[src/rtl/ibc_pkg.sv]
package ibc_pkg;

   typedef enum logic [2:0] {
      FMT_ONE  = 3'd0,
      FMT_RR   = 3'd1,
      FMT_MEM  = 3'd2,
      FMT_MEMD = 3'd3,
      FMT_IMMR = 3'd4,
      FMT_IMMM = 3'd5
   } fmt_e;

   typedef enum logic [1:0] {
      GRP_ONE   = 2'd0,
      GRP_MODRM = 2'd1,
      GRP_IMMR  = 2'd2,
      GRP_IMMM  = 2'd3
   } grp_e;

   // group code per opcode[7:6], entry i at bits 2i+1:2i
   localparam logic [7:0] DEFAULT_GROUP_MAP = 8'b11_10_01_00;

   function automatic logic [1:0] disp_count(input fmt_e f);
      return (f == FMT_MEMD || f == FMT_IMMM) ? 2'd2 : 2'd0;
   endfunction

endpackage

[src/rtl/ibc_classify.sv]
module ibc_classify
   import ibc_pkg::*;
#(
   parameter logic [7:0] GROUP_MAP = DEFAULT_GROUP_MAP,
   parameter int         LEN_W     = 3
) (
   input  logic [1:0]       opc_top_i,
   input  logic             wide_i,
   input  logic [1:0]       mod_i,
   output fmt_e             fmt_o,
   output logic [LEN_W-1:0] len_o,
   output logic [1:0]       ndisp_o
);

   grp_e       grp;
   logic [2:0] map_idx;

   assign map_idx = {opc_top_i, 1'b0};

   always_comb begin
      grp = grp_e'(GROUP_MAP[map_idx +: 2]);
      case (grp)
         GRP_ONE:   fmt_o = FMT_ONE;
         GRP_MODRM: begin
            case (mod_i)
               2'b11:   fmt_o = FMT_RR;
               2'b00:   fmt_o = FMT_MEM;
               default: fmt_o = FMT_MEMD;
            endcase
         end
         GRP_IMMR:  fmt_o = FMT_IMMR;
         default:   fmt_o = FMT_IMMM;
      endcase
   end

   always_comb begin
      case (fmt_o)
         FMT_ONE:            len_o = LEN_W'(3'd1);
         FMT_RR, FMT_MEM:    len_o = LEN_W'(3'd2);
         FMT_MEMD:           len_o = LEN_W'(3'd4);
         FMT_IMMR:           len_o = wide_i ? LEN_W'(3'd4) : LEN_W'(3'd3);
         FMT_IMMM:           len_o = wide_i ? LEN_W'(3'd6) : LEN_W'(3'd5);
         default:            len_o = LEN_W'(3'd1);
      endcase
   end

   assign ndisp_o = disp_count(fmt_o);

   always_comb begin
      // immediate groups never shorter than three bytes
      AST_IMM_MIN_LEN: assert (!(fmt_o == FMT_IMMR || fmt_o == FMT_IMMM) || len_o >= LEN_W'(3'd3));
   end

endmodule

[src/rtl/ibc_seq.sv]
module ibc_seq #(
   parameter int MAX_BYTES = 6,
   parameter int LEN_W     = 3
) (
   input  logic             clk_i,
   input  logic             rst_i,
   input  logic             vld_i,
   input  logic [LEN_W-1:0] len_i,
   output logic [LEN_W-1:0] pos_o,
   output logic             last_o,
   output logic             done_o
);

   logic [LEN_W-1:0] pos_q;

   assign pos_o  = pos_q;
   assign last_o = (pos_q + LEN_W'(1)) == len_i;

   always_ff @(posedge clk_i) begin
      if (rst_i) begin
         pos_q  <= '0;
         done_o <= 1'b0;
      end else begin
         done_o <= vld_i && last_o;
         if (vld_i)
            pos_q <= last_o ? '0 : pos_q + LEN_W'(1);
      end
   end

   AST_POS_BOUND: assert property (@(posedge clk_i) disable iff (rst_i)
      pos_q < LEN_W'(MAX_BYTES));

   AST_DONE_NEEDS_BYTE: assert property (@(posedge clk_i) disable iff (rst_i)
      done_o |-> $past(vld_i));

   AST_IDLE_NO_DONE: assert property (@(posedge clk_i) disable iff (rst_i)
      !vld_i |=> !done_o);

endmodule

[src/rtl/ibc_collector.sv]
module ibc_collector
   import ibc_pkg::*;
#(
   parameter int         BYTE_W    = 8,
   parameter int         MAX_BYTES = 6,
   parameter logic [7:0] GROUP_MAP = DEFAULT_GROUP_MAP,
   localparam int        LEN_W     = $clog2(MAX_BYTES + 1),
   localparam int        LANES     = 2,
   localparam int        FIELD_W   = LANES * BYTE_W
) (
   input  logic               clk_i,
   input  logic               rst_i,
   input  logic               byte_vld_i,
   input  logic [BYTE_W-1:0]  byte_i,
   output logic               done_o,
   output logic [2:0]         fmt_o,
   output logic [BYTE_W-1:0]  opcode_o,
   output logic               wide_o,
   output logic [1:0]         mod_o,
   output logic [2:0]         reg_o,
   output logic [2:0]         rm_o,
   output logic [2:0]         ext_o,
   output logic [FIELD_W-1:0] disp_o,
   output logic [FIELD_W-1:0] imm_o,
   output logic [LEN_W-1:0]   len_o
);

   if (BYTE_W != 8) begin : g_bad_byte_w
      $error("ibc_collector: BYTE_W must be 8");
   end
   if (MAX_BYTES < 6) begin : g_bad_max
      $error("ibc_collector: MAX_BYTES must cover the 6-byte form");
   end

   logic [BYTE_W-1:0]  opc_q, mrm_q, opc_cur, mrm_cur;
   logic [FIELD_W-1:0] disp_q, imm_q, disp_base, imm_base, disp_nx, imm_nx;
   logic [LEN_W-1:0]   pos, len_cur, body_idx, imm_idx;
   logic [1:0]         ndisp;
   logic               last, wr_body, in_disp;
   fmt_e               fmt_cur;
   logic [1:0]         mod_nx;
   logic [2:0]         reg_nx, rm_nx, ext_nx;

   assign opc_cur = (pos == '0)          ? byte_i : opc_q;
   assign mrm_cur = (pos == LEN_W'(1))   ? byte_i : mrm_q;

   ibc_classify #(.GROUP_MAP(GROUP_MAP), .LEN_W(LEN_W)) u_cls (
      .opc_top_i (opc_cur[7:6]),
      .wide_i    (opc_cur[0]),
      .mod_i     (mrm_cur[7:6]),
      .fmt_o     (fmt_cur),
      .len_o     (len_cur),
      .ndisp_o   (ndisp)
   );

   ibc_seq #(.MAX_BYTES(MAX_BYTES), .LEN_W(LEN_W)) u_seq (
      .clk_i  (clk_i),
      .rst_i  (rst_i),
      .vld_i  (byte_vld_i),
      .len_i  (len_cur),
      .pos_o  (pos),
      .last_o (last),
      .done_o (done_o)
   );

   // byte placement after opcode and addressing byte
   assign wr_body   = byte_vld_i && (pos >= LEN_W'(2));
   assign body_idx  = pos - LEN_W'(2);
   assign in_disp   = body_idx < LEN_W'(ndisp);
   assign imm_idx   = body_idx - LEN_W'(ndisp);
   assign disp_base = (pos == '0) ? '0 : disp_q;
   assign imm_base  = (pos == '0) ? '0 : imm_q;

   for (genvar L = 0; L < LANES; L++) begin : g_lane
      assign disp_nx[L*BYTE_W +: BYTE_W] =
         (wr_body && in_disp && body_idx == LEN_W'(L)) ? byte_i : disp_base[L*BYTE_W +: BYTE_W];
      assign imm_nx[L*BYTE_W +: BYTE_W] =
         (wr_body && !in_disp && imm_idx == LEN_W'(L)) ? byte_i : imm_base[L*BYTE_W +: BYTE_W];
   end

   always_comb begin
      if (fmt_cur == FMT_ONE) begin
         mod_nx = 2'b00;
         rm_nx  = 3'b000;
         reg_nx = opc_cur[2:0];
         ext_nx = 3'b000;
      end else begin
         mod_nx = mrm_cur[7:6];
         rm_nx  = mrm_cur[2:0];
         reg_nx = (fmt_cur == FMT_IMMM) ? 3'b000 : mrm_cur[5:3];
         ext_nx = (fmt_cur == FMT_IMMM) ? mrm_cur[5:3] : 3'b000;
      end
   end

   always_ff @(posedge clk_i) begin
      if (rst_i) begin
         opc_q  <= '0;
         mrm_q  <= '0;
         disp_q <= '0;
         imm_q  <= '0;
      end else if (byte_vld_i) begin
         if (pos == '0)        opc_q <= byte_i;
         if (pos == LEN_W'(1)) mrm_q <= byte_i;
         disp_q <= disp_nx;
         imm_q  <= imm_nx;
      end
   end

   always_ff @(posedge clk_i) begin
      if (rst_i) begin
         fmt_o    <= '0;
         opcode_o <= '0;
         wide_o   <= 1'b0;
         mod_o    <= '0;
         reg_o    <= '0;
         rm_o     <= '0;
         ext_o    <= '0;
         disp_o   <= '0;
         imm_o    <= '0;
         len_o    <= '0;
      end else if (byte_vld_i && last) begin
         fmt_o    <= fmt_cur;
         opcode_o <= opc_cur;
         wide_o   <= opc_cur[0];
         mod_o    <= mod_nx;
         reg_o    <= reg_nx;
         rm_o     <= rm_nx;
         ext_o    <= ext_nx;
         disp_o   <= disp_nx;
         imm_o    <= imm_nx;
         len_o    <= len_cur;
      end
   end

   AST_SINGLE_SHAPE: assert property (@(posedge clk_i) disable iff (rst_i)
      (done_o && fmt_o == FMT_ONE) |-> (len_o == LEN_W'(1) && mod_o == 2'b00 && rm_o == 3'b000));

   AST_IMMM_SHAPE: assert property (@(posedge clk_i) disable iff (rst_i)
      (done_o && fmt_o == FMT_IMMM) |-> (reg_o == 3'b000 && (len_o == LEN_W'(5) || len_o == LEN_W'(6))));

   AST_HOLD_OUTPUTS: assert property (@(posedge clk_i) disable iff (rst_i)
      !done_o |-> ($stable(len_o) && $stable(disp_o) && $stable(imm_o) && $stable(opcode_o)));

   AST_NO_STRAY_DISP: assert property (@(posedge clk_i) disable iff (rst_i)
      (done_o && fmt_o != FMT_MEMD && fmt_o != FMT_IMMM) |-> disp_o == '0);

endmodule

[config.mk]
export PLATFORM = sky130hd
export DESIGN_NAME = ibc_collector
export DESIGN_NICKNAME = d
export VERILOG_FILES = /design/src/rtl/ibc_pkg.sv /design/src/rtl/ibc_classify.sv /design/src/rtl/ibc_seq.sv /design/src/rtl/ibc_collector.sv
export SDC_FILE = /design/constraint.sdc
export NUM_CORES = 1
export LEC_CHECK = 0
export BUFFER_PORTS_ARGS = -buffer_cell sky130_fd_sc_hd__clkbuf_2
export CORE_MARGIN = 2
export CORE_UTILIZATION = 50
export CTS_CLUSTER_DIAMETER = 50
export CTS_CLUSTER_SIZE = 40
export DETAILED_ROUTE_END_ITERATION = 16
export PLACE_DENSITY = 0.68
export REMOVE_ABC_BUFFERS = 1
export SYNTH_ARGS = -nofsm -noshare
export SYNTH_HDL_FRONTEND = slang
export SYNTH_HIERARCHICAL = 1
export SYNTH_SLANG_ARGS = --single-unit
export TNS_END_PERCENT = 50
[constraint.sdc]
create_clock -name clk_i -period 5.69 [get_ports clk_i]
set_clock_uncertainty 0.05 [all_clocks]
set_input_delay 0.569 -clock clk_i [delete_from_list [all_inputs] [get_ports clk_i]]
set_output_delay 0.569 -clock clk_i [all_outputs]
set_load 0.05 [all_outputs]
### After elaboration in Yosys (flattened, before gate mapping)

Index checks and enable logic that the tools add are counted.

* bits in registers: 110
* bits of input ports: 11
* logic and storage cells: 72

* add/sub/neg operators: 3
* magnitude comparators: 2
* equality and inequality tests: 12
* shift operators: 1
* mux-type cells: 21
* reductions and logical operators: 17

Operator list (count)
* 8-bit two-way mux: 6
* 16-bit two-way mux: 2
* 3-bit two-way mux: 7
* 3-bit by 1-bit equality test with 1-bit output, second input constant: 4
* 3-bit logical NOT: 4
* 3-bit one-hot mux with 4 select lines: 1
* 3-bit one-hot mux with 3 select lines: 1
* 1-bit logical AND: 8
* 8-bit by 4-bit indexed part select with 2-bit output, first input constant: 1
* 3-bit by 2-bit equality test with 1-bit output, second input constant: 2
* 3-bit equality test, second input constant: 2
* 2-bit two-way mux: 3
* 2-bit equality test, second input constant: 2
* 2-bit logical NOT: 2
* 2-bit one-hot mux with 2 select lines: 1
* 3-bit by 1-bit adder with 3-bit output, second input constant: 1
* 3-bit equality test: 1
* 3-bit by 2-bit >= comparator with 1-bit output, second input constant: 1
* 3-bit by 2-bit < comparator with 1-bit output: 1
* 3-bit by 2-bit subtractor with 3-bit output: 1
* 3-bit by 2-bit subtractor with 3-bit output, second input constant: 1
* 2-bit by 1-bit equality test with 1-bit output, second input constant: 1
* 2-bit OR reduction: 1
* 1-bit logical NOT: 1
* 1-bit logical OR: 1

### Depth between registers and ports, before layout

* word-level depth: 13
* gate-level depth with buffers: 14

### Modules after synthesis

Netlist, hierarchy kept.

By module, submodules not included
* ibc_collector: times used 1, cells each 455, area each 4289.1 µm², seq. area each 2102.0 µm²
* ibc_seq: times used 1, cells each 22, area each 236.5 µm², seq. area each 80.1 µm²
* ibc_classify: times used 1, cells each 13, area each 92.6 µm², seq. area each 0.0 µm²

### Worst setup path after synthesis

No wires, ideal clock.

* path kind: reg2reg
* from: reg u_seq.pos_q[0] (netlist: u_seq/pos_o[0])
* to: reg imm_o[10]
* setup time: 0.122 ns
* arrival: 3.102 ns
* required time: 5.518 ns
* setup slack: 2.416 ns
* stages on the path, launching flop included: 13
* path buffers: 2
* path through: dfxtp_1 nor3b_2 buf_4 mux2_2 xor2_1 o21a_1 inv_1 fa_1 nor4b_1 o211ai_1 buf_2 and3_1 a221o_1

* longest elaborated chain between the ends: 13

Ends and longest elaborated chain
* start, declared: line ibc_seq.sv:14 `logic [LEN_W-1:0] pos_q;`
* start signal, assigned: line ibc_seq.sv:26 `pos_q <= last_o ? '0 : pos_q + LEN_W'(1);`
* 3-bit by 1-bit equality test with 1-bit output (*): line ibc_collector.sv:45 `assign mrm_cur = (pos == LEN_W'(1)) ? byte_i : mrm_q;`
* 8-bit two-way mux (*)
* named net mrm_cur[6]: line ibc_collector.sv:35 `logic [BYTE_W-1:0] opc_q, mrm_q, opc_cur, mrm_cur;`
* 2-bit equality test / 2-bit logical NOT (equally long branches): line ibc_classify.sv:25 `case (mod_i)`
* 2-bit one-hot mux with 2 select lines (*): line ibc_classify.sv:25
* 3-bit one-hot mux with 3 select lines (*): line ibc_classify.sv:22 `case (grp)`
* 3-bit by 2-bit equality test with 1-bit output / 3-bit equality test (equally long branches): line ibc_pkg.sv:23 `return (f == FMT_MEMD || f == FMT_IMMM) ? 2'd2 : 2'd0;`
* 1-bit logical OR (*): line ibc_pkg.sv:23
* 2-bit two-way mux (*): line ibc_pkg.sv:23
* named net ndisp[1]: line ibc_collector.sv:38 `logic [1:0] ndisp;`
* parallel branches: the longest is 3 deep, another holds 3-bit by 2-bit subtractor with 3-bit output
* 1-bit logical AND (*): line ibc_collector.sv:78 `(wr_body && !in_disp && imm_idx == LEN_W'(L)) ? byte_i : imm_base[L*BYTE_W +: BYTE_W];`
* 8-bit two-way mux (*): line ibc_collector.sv:78
* end signal, assigned: line ibc_collector.sv:130 `imm_o <= imm_nx;`
* end, declared: line ibc_collector.sv:24 `output logic [FIELD_W-1:0] imm_o,`

Mark *: on every way through the listed nets, which the timed path passes.
A chain may end at the register's enable or synchronous reset.

### Worst setup path in the final report

* from: reg u_seq.pos_q[0] (netlist: u_seq/pos_o[0])
* to: reg imm_o[7]

RTL lines
* 3-bit by 1-bit equality test with 1-bit output (*): line ibc_collector.sv:45
* 8-bit two-way mux (*)
* named net mrm_cur[6]: line ibc_collector.sv:35
* 2-bit equality test / 2-bit logical NOT (equally long branches): line ibc_classify.sv:25
* 2-bit one-hot mux with 2 select lines (*): line ibc_classify.sv:25
* 3-bit one-hot mux with 3 select lines (*): line ibc_classify.sv:22
* 3-bit by 1-bit equality test with 1-bit output / 3-bit by 2-bit equality test with 1-bit output (equally long branches): line ibc_classify.sv:37 `case (fmt_o)`
* 2-bit OR reduction: line ibc_classify.sv:37
* 3-bit one-hot mux with 4 select lines (*): line ibc_classify.sv:37
* named net len_cur[2]: line ibc_collector.sv:37 `logic [LEN_W-1:0] pos, len_cur, body_idx, imm_idx;`
* 3-bit equality test (*): line ibc_seq.sv:17 `assign last_o = (pos_q + LEN_W'(1)) == len_i;`
* named net last: line ibc_collector.sv:39 `logic last, wr_body, in_disp;`
* 1-bit logical AND (*): line ibc_collector.sv:121 `end else if (byte_vld_i && last) begin`

Mark *: on every way through the listed nets, which the timed path passes. The rest lies on a longest branch.

==> reports/metrics.cfg <==
[worst_setup_path]
required_ns=5.95
r2r_end=imm_o[7]
path_class=register to register
r2r-start=u_seq/pos_o[0]
rrSetupSlack_ns=1.43
arrival_ns=4.52
rr_worst_depth=11
start_kind=register
cp_max_fo=21
endpoint_kind=register

[clock_tree]
clockBufferDepth=2
ctsResizeCount=0
cts_hold_buf=0
root_buffer=clkbuf_8
cts_made_buffers=9
cts_sinks=109
cts_tree=yes
clk_latency_ns=0.36
path_clk_slew_ns=0.10
cts_setup_buffers=0
htree_levels=3

[sta]
finalWorstSetupSlack_ns=1.43
rsz0062_at_grt=false
clock.fmax_mhz=235
hold_viol=0
fin_crit_ns=4.26
tns_ns=0
maxSlewViolCount=0
tightestPinTransition_ns=0.920
slew_headroom=0.384
timing.final.crit_share=0.749
finalSetupViolCount=0

[finish]
syn_to_final_growth_pct=11.0
fillCellCount=852
drive_above_1_share=0.200
layout_commonest_cell=dfxtp_1
fin_cells=646
fin_util=0.563
final_cell_mix=109 x dfxtp_1, 68 x clkbuf_2, 59 x nand2_1
n_antenna_cell=0
final_nets=546

[status]
outcome=finished, final reports clean

[min_path]
min_path_cells=2
hold_start=opc_q[4]
min_path_type=register to register
min_to=opc_q[4]

[floorplanning]
die_h_um=100
rows=35
die_w_um=100
core_area_um2=9110
dieArea_um2=10000
start_util=0.507
ioPinCount=70

[logic_synthesis]
yosysTopAreaCell=dfxtp_1
synth.distinct_cells=55
synthArstFlopShare=0
netlist_area_um2=4620
yosysWarnings=6
synthTopCellsByArea=dfxtp_1 47%, nand2_1 4.8%, nor2_1 3.5%
synth_cells=490
syn_avg_cell_area_um2=9.42
ys_ff_latch=109
synth_top_area_share=0.473
ys_seq_area_frac=0.473
ys.flop_type=dfxtp_1
synth_edf_count=0

[power]
irDropWorstVdd_mv=0.335
leakage_nw=2.08
power.total_mw=2.32
p_per_area_nw_per_um2=453

[routing]
wl_um=10400
wl_per_cell_um=16.1
drtIter0Drc=204
viasPerCell=5.71
drcViolationCount=0
dr.pass1.iters=6
vias=3687
postRouteAntennaNets=0

[placed_design]
post-place-cells=630
dp_worst_setup_slack_ns=1.47
post-dp-hpwl_um=6980
portBuffers=69
gp_congestion=0.818

[global_routing]
grt_max_degree=55
grt_overflow=0
grt_pass1_wl_um=17200
grt_pass1_vias=3422
grt_use_total=0.216
antenna_found_initial=0

[job]
cap_viol_max_count=0

[worst max path at each step]
stage	start	to	slack, ns	depth (start not counted)
after CTS	u_seq/pos_o[0]	imm_o[7]	1.44	11
after detailed placement	u_seq/pos_o[0]	imm_o[8]	1.47	11
after floorplan	u_seq/pos_o[0]	imm_o[0]	1.35	10
after global placement	u_seq/pos_o[0]	imm_o[12]	1.66	11
after global routing	u_seq/pos_o[0]	imm_o[11]	1.11	11
final	u_seq/pos_o[0]	imm_o[7]	1.43	11
[kinds of logic (layout without fill, tap and decap cells)]
logic type | after synthesis | count (layout) | synth area share
buf+inv | 53 | 98 | 0.0507
flops | 109 | 109 | 0.473
simple gates | 167 | 167 | 0.182
fa+ha+maj | 5 | 5 | 0.0152
compound gates | 129 | 129 | 0.219
mux | 19 | 19 | 0.0423
other cells | 1 | 1 | 0.000812
xor+xnor | 7 | 7 | 0.0168
[layout make-up]
| class | count | area (um^2) | area share |
|---|---|---|---|
| multi-input cells | 328 | 2200 | 0.430 |
| flip-flops and latches | 109 | 2180 | 0.426 |
| repair buffers | 73 | 375 | 0.0732 |
| well taps | 111 | 139 | 0.0271 |
| clock buffers | 11 | 131 | 0.0256 |
| clock inverters | 5 | 60.1 | 0.0117 |
| inverters | 9 | 33.8 | 0.00659 |
[through the flow]
| stage | hold slack (ns) | cell area (um^2) |
|---|---|---|
| 2_1_floorplan | 0.378 | 4420 |
| 3_3_place_gp | 0.394 | 4930 |
| 3_5_place_dp | 0.400 | 4930 |
| 4_1_cts | 0.415 | 5120 |
| 5_1_grt | 0.437 | 5120 |
| 6_report | 0.413 | 5120 |
[Yosys cell counts (all sizes together) (2+ instances only)]
master	n
a211oi	18
a21o	8
a21oi	19
a221o	8
a22o	16
a22oi	4
a311oi	15
a31oi	3
a32o	8
and3	11
and3b	2
and4bb	2
buf	22
clkbuf	22
dfxtp	109
ha	4
inv	9
mux2	4
mux2i	15
nand2	59
nand2b	24
nand3	5
nor2	46
nor2b	4
nor3	7
o211ai	2
o21ai	2
o221ai	3
o22ai	15
o311ai	2
o31a	2
xnor2	3
xor2	3
[flip-flops by register name, indices dropped and copies added (netlist names)]
name and flops:
u_seq/pos_o 3, disp_o 16, reg_o 3, fmt_o 3
len_o 3, mrm_q 8, imm_q 16, imm_o 16
u_seq/done_o 1, disp_q 16, opc_q 8, mod_o 2
ext_o 3, opcode_o 8, rm_o 3
[routing by layer]
layer,share of wire,up-vias,GRT usage
met2,0.48,91,0.345
met4,0.0094,0,0.0685
li1,-,1842,-
met1,0.47,1744,0.297
met3,0.048,10,0.0418
met5,0,-,0
[critical path, cell delays in order (launching register included)]
cell	delay, ns
dfxtp_1	0.53
nor3b_2	0.74
mux2_2	0.46
xor2_1	0.28
a21bo_1	0.21
xor3_2	0.31
nor3_1	0.22
nand2_1	0.08
buf_4	0.26
nor3_2	0.69
a32o_1	0.29
a21o_1	0.08
[report_power, final]
| part | leakage, nW | switching (mW) | internal (mW) | total (mW) |
|---|---|---|---|---|
| Clock | 0.0939 | 0.256 | 0.206 | 0.462 |
| Combinational | 1.10 | 0.681 | 0.259 | 0.940 |
| Sequential | 0.884 | 0.0577 | 0.860 | 0.918 |
Power figures use the tool's default switching activity.
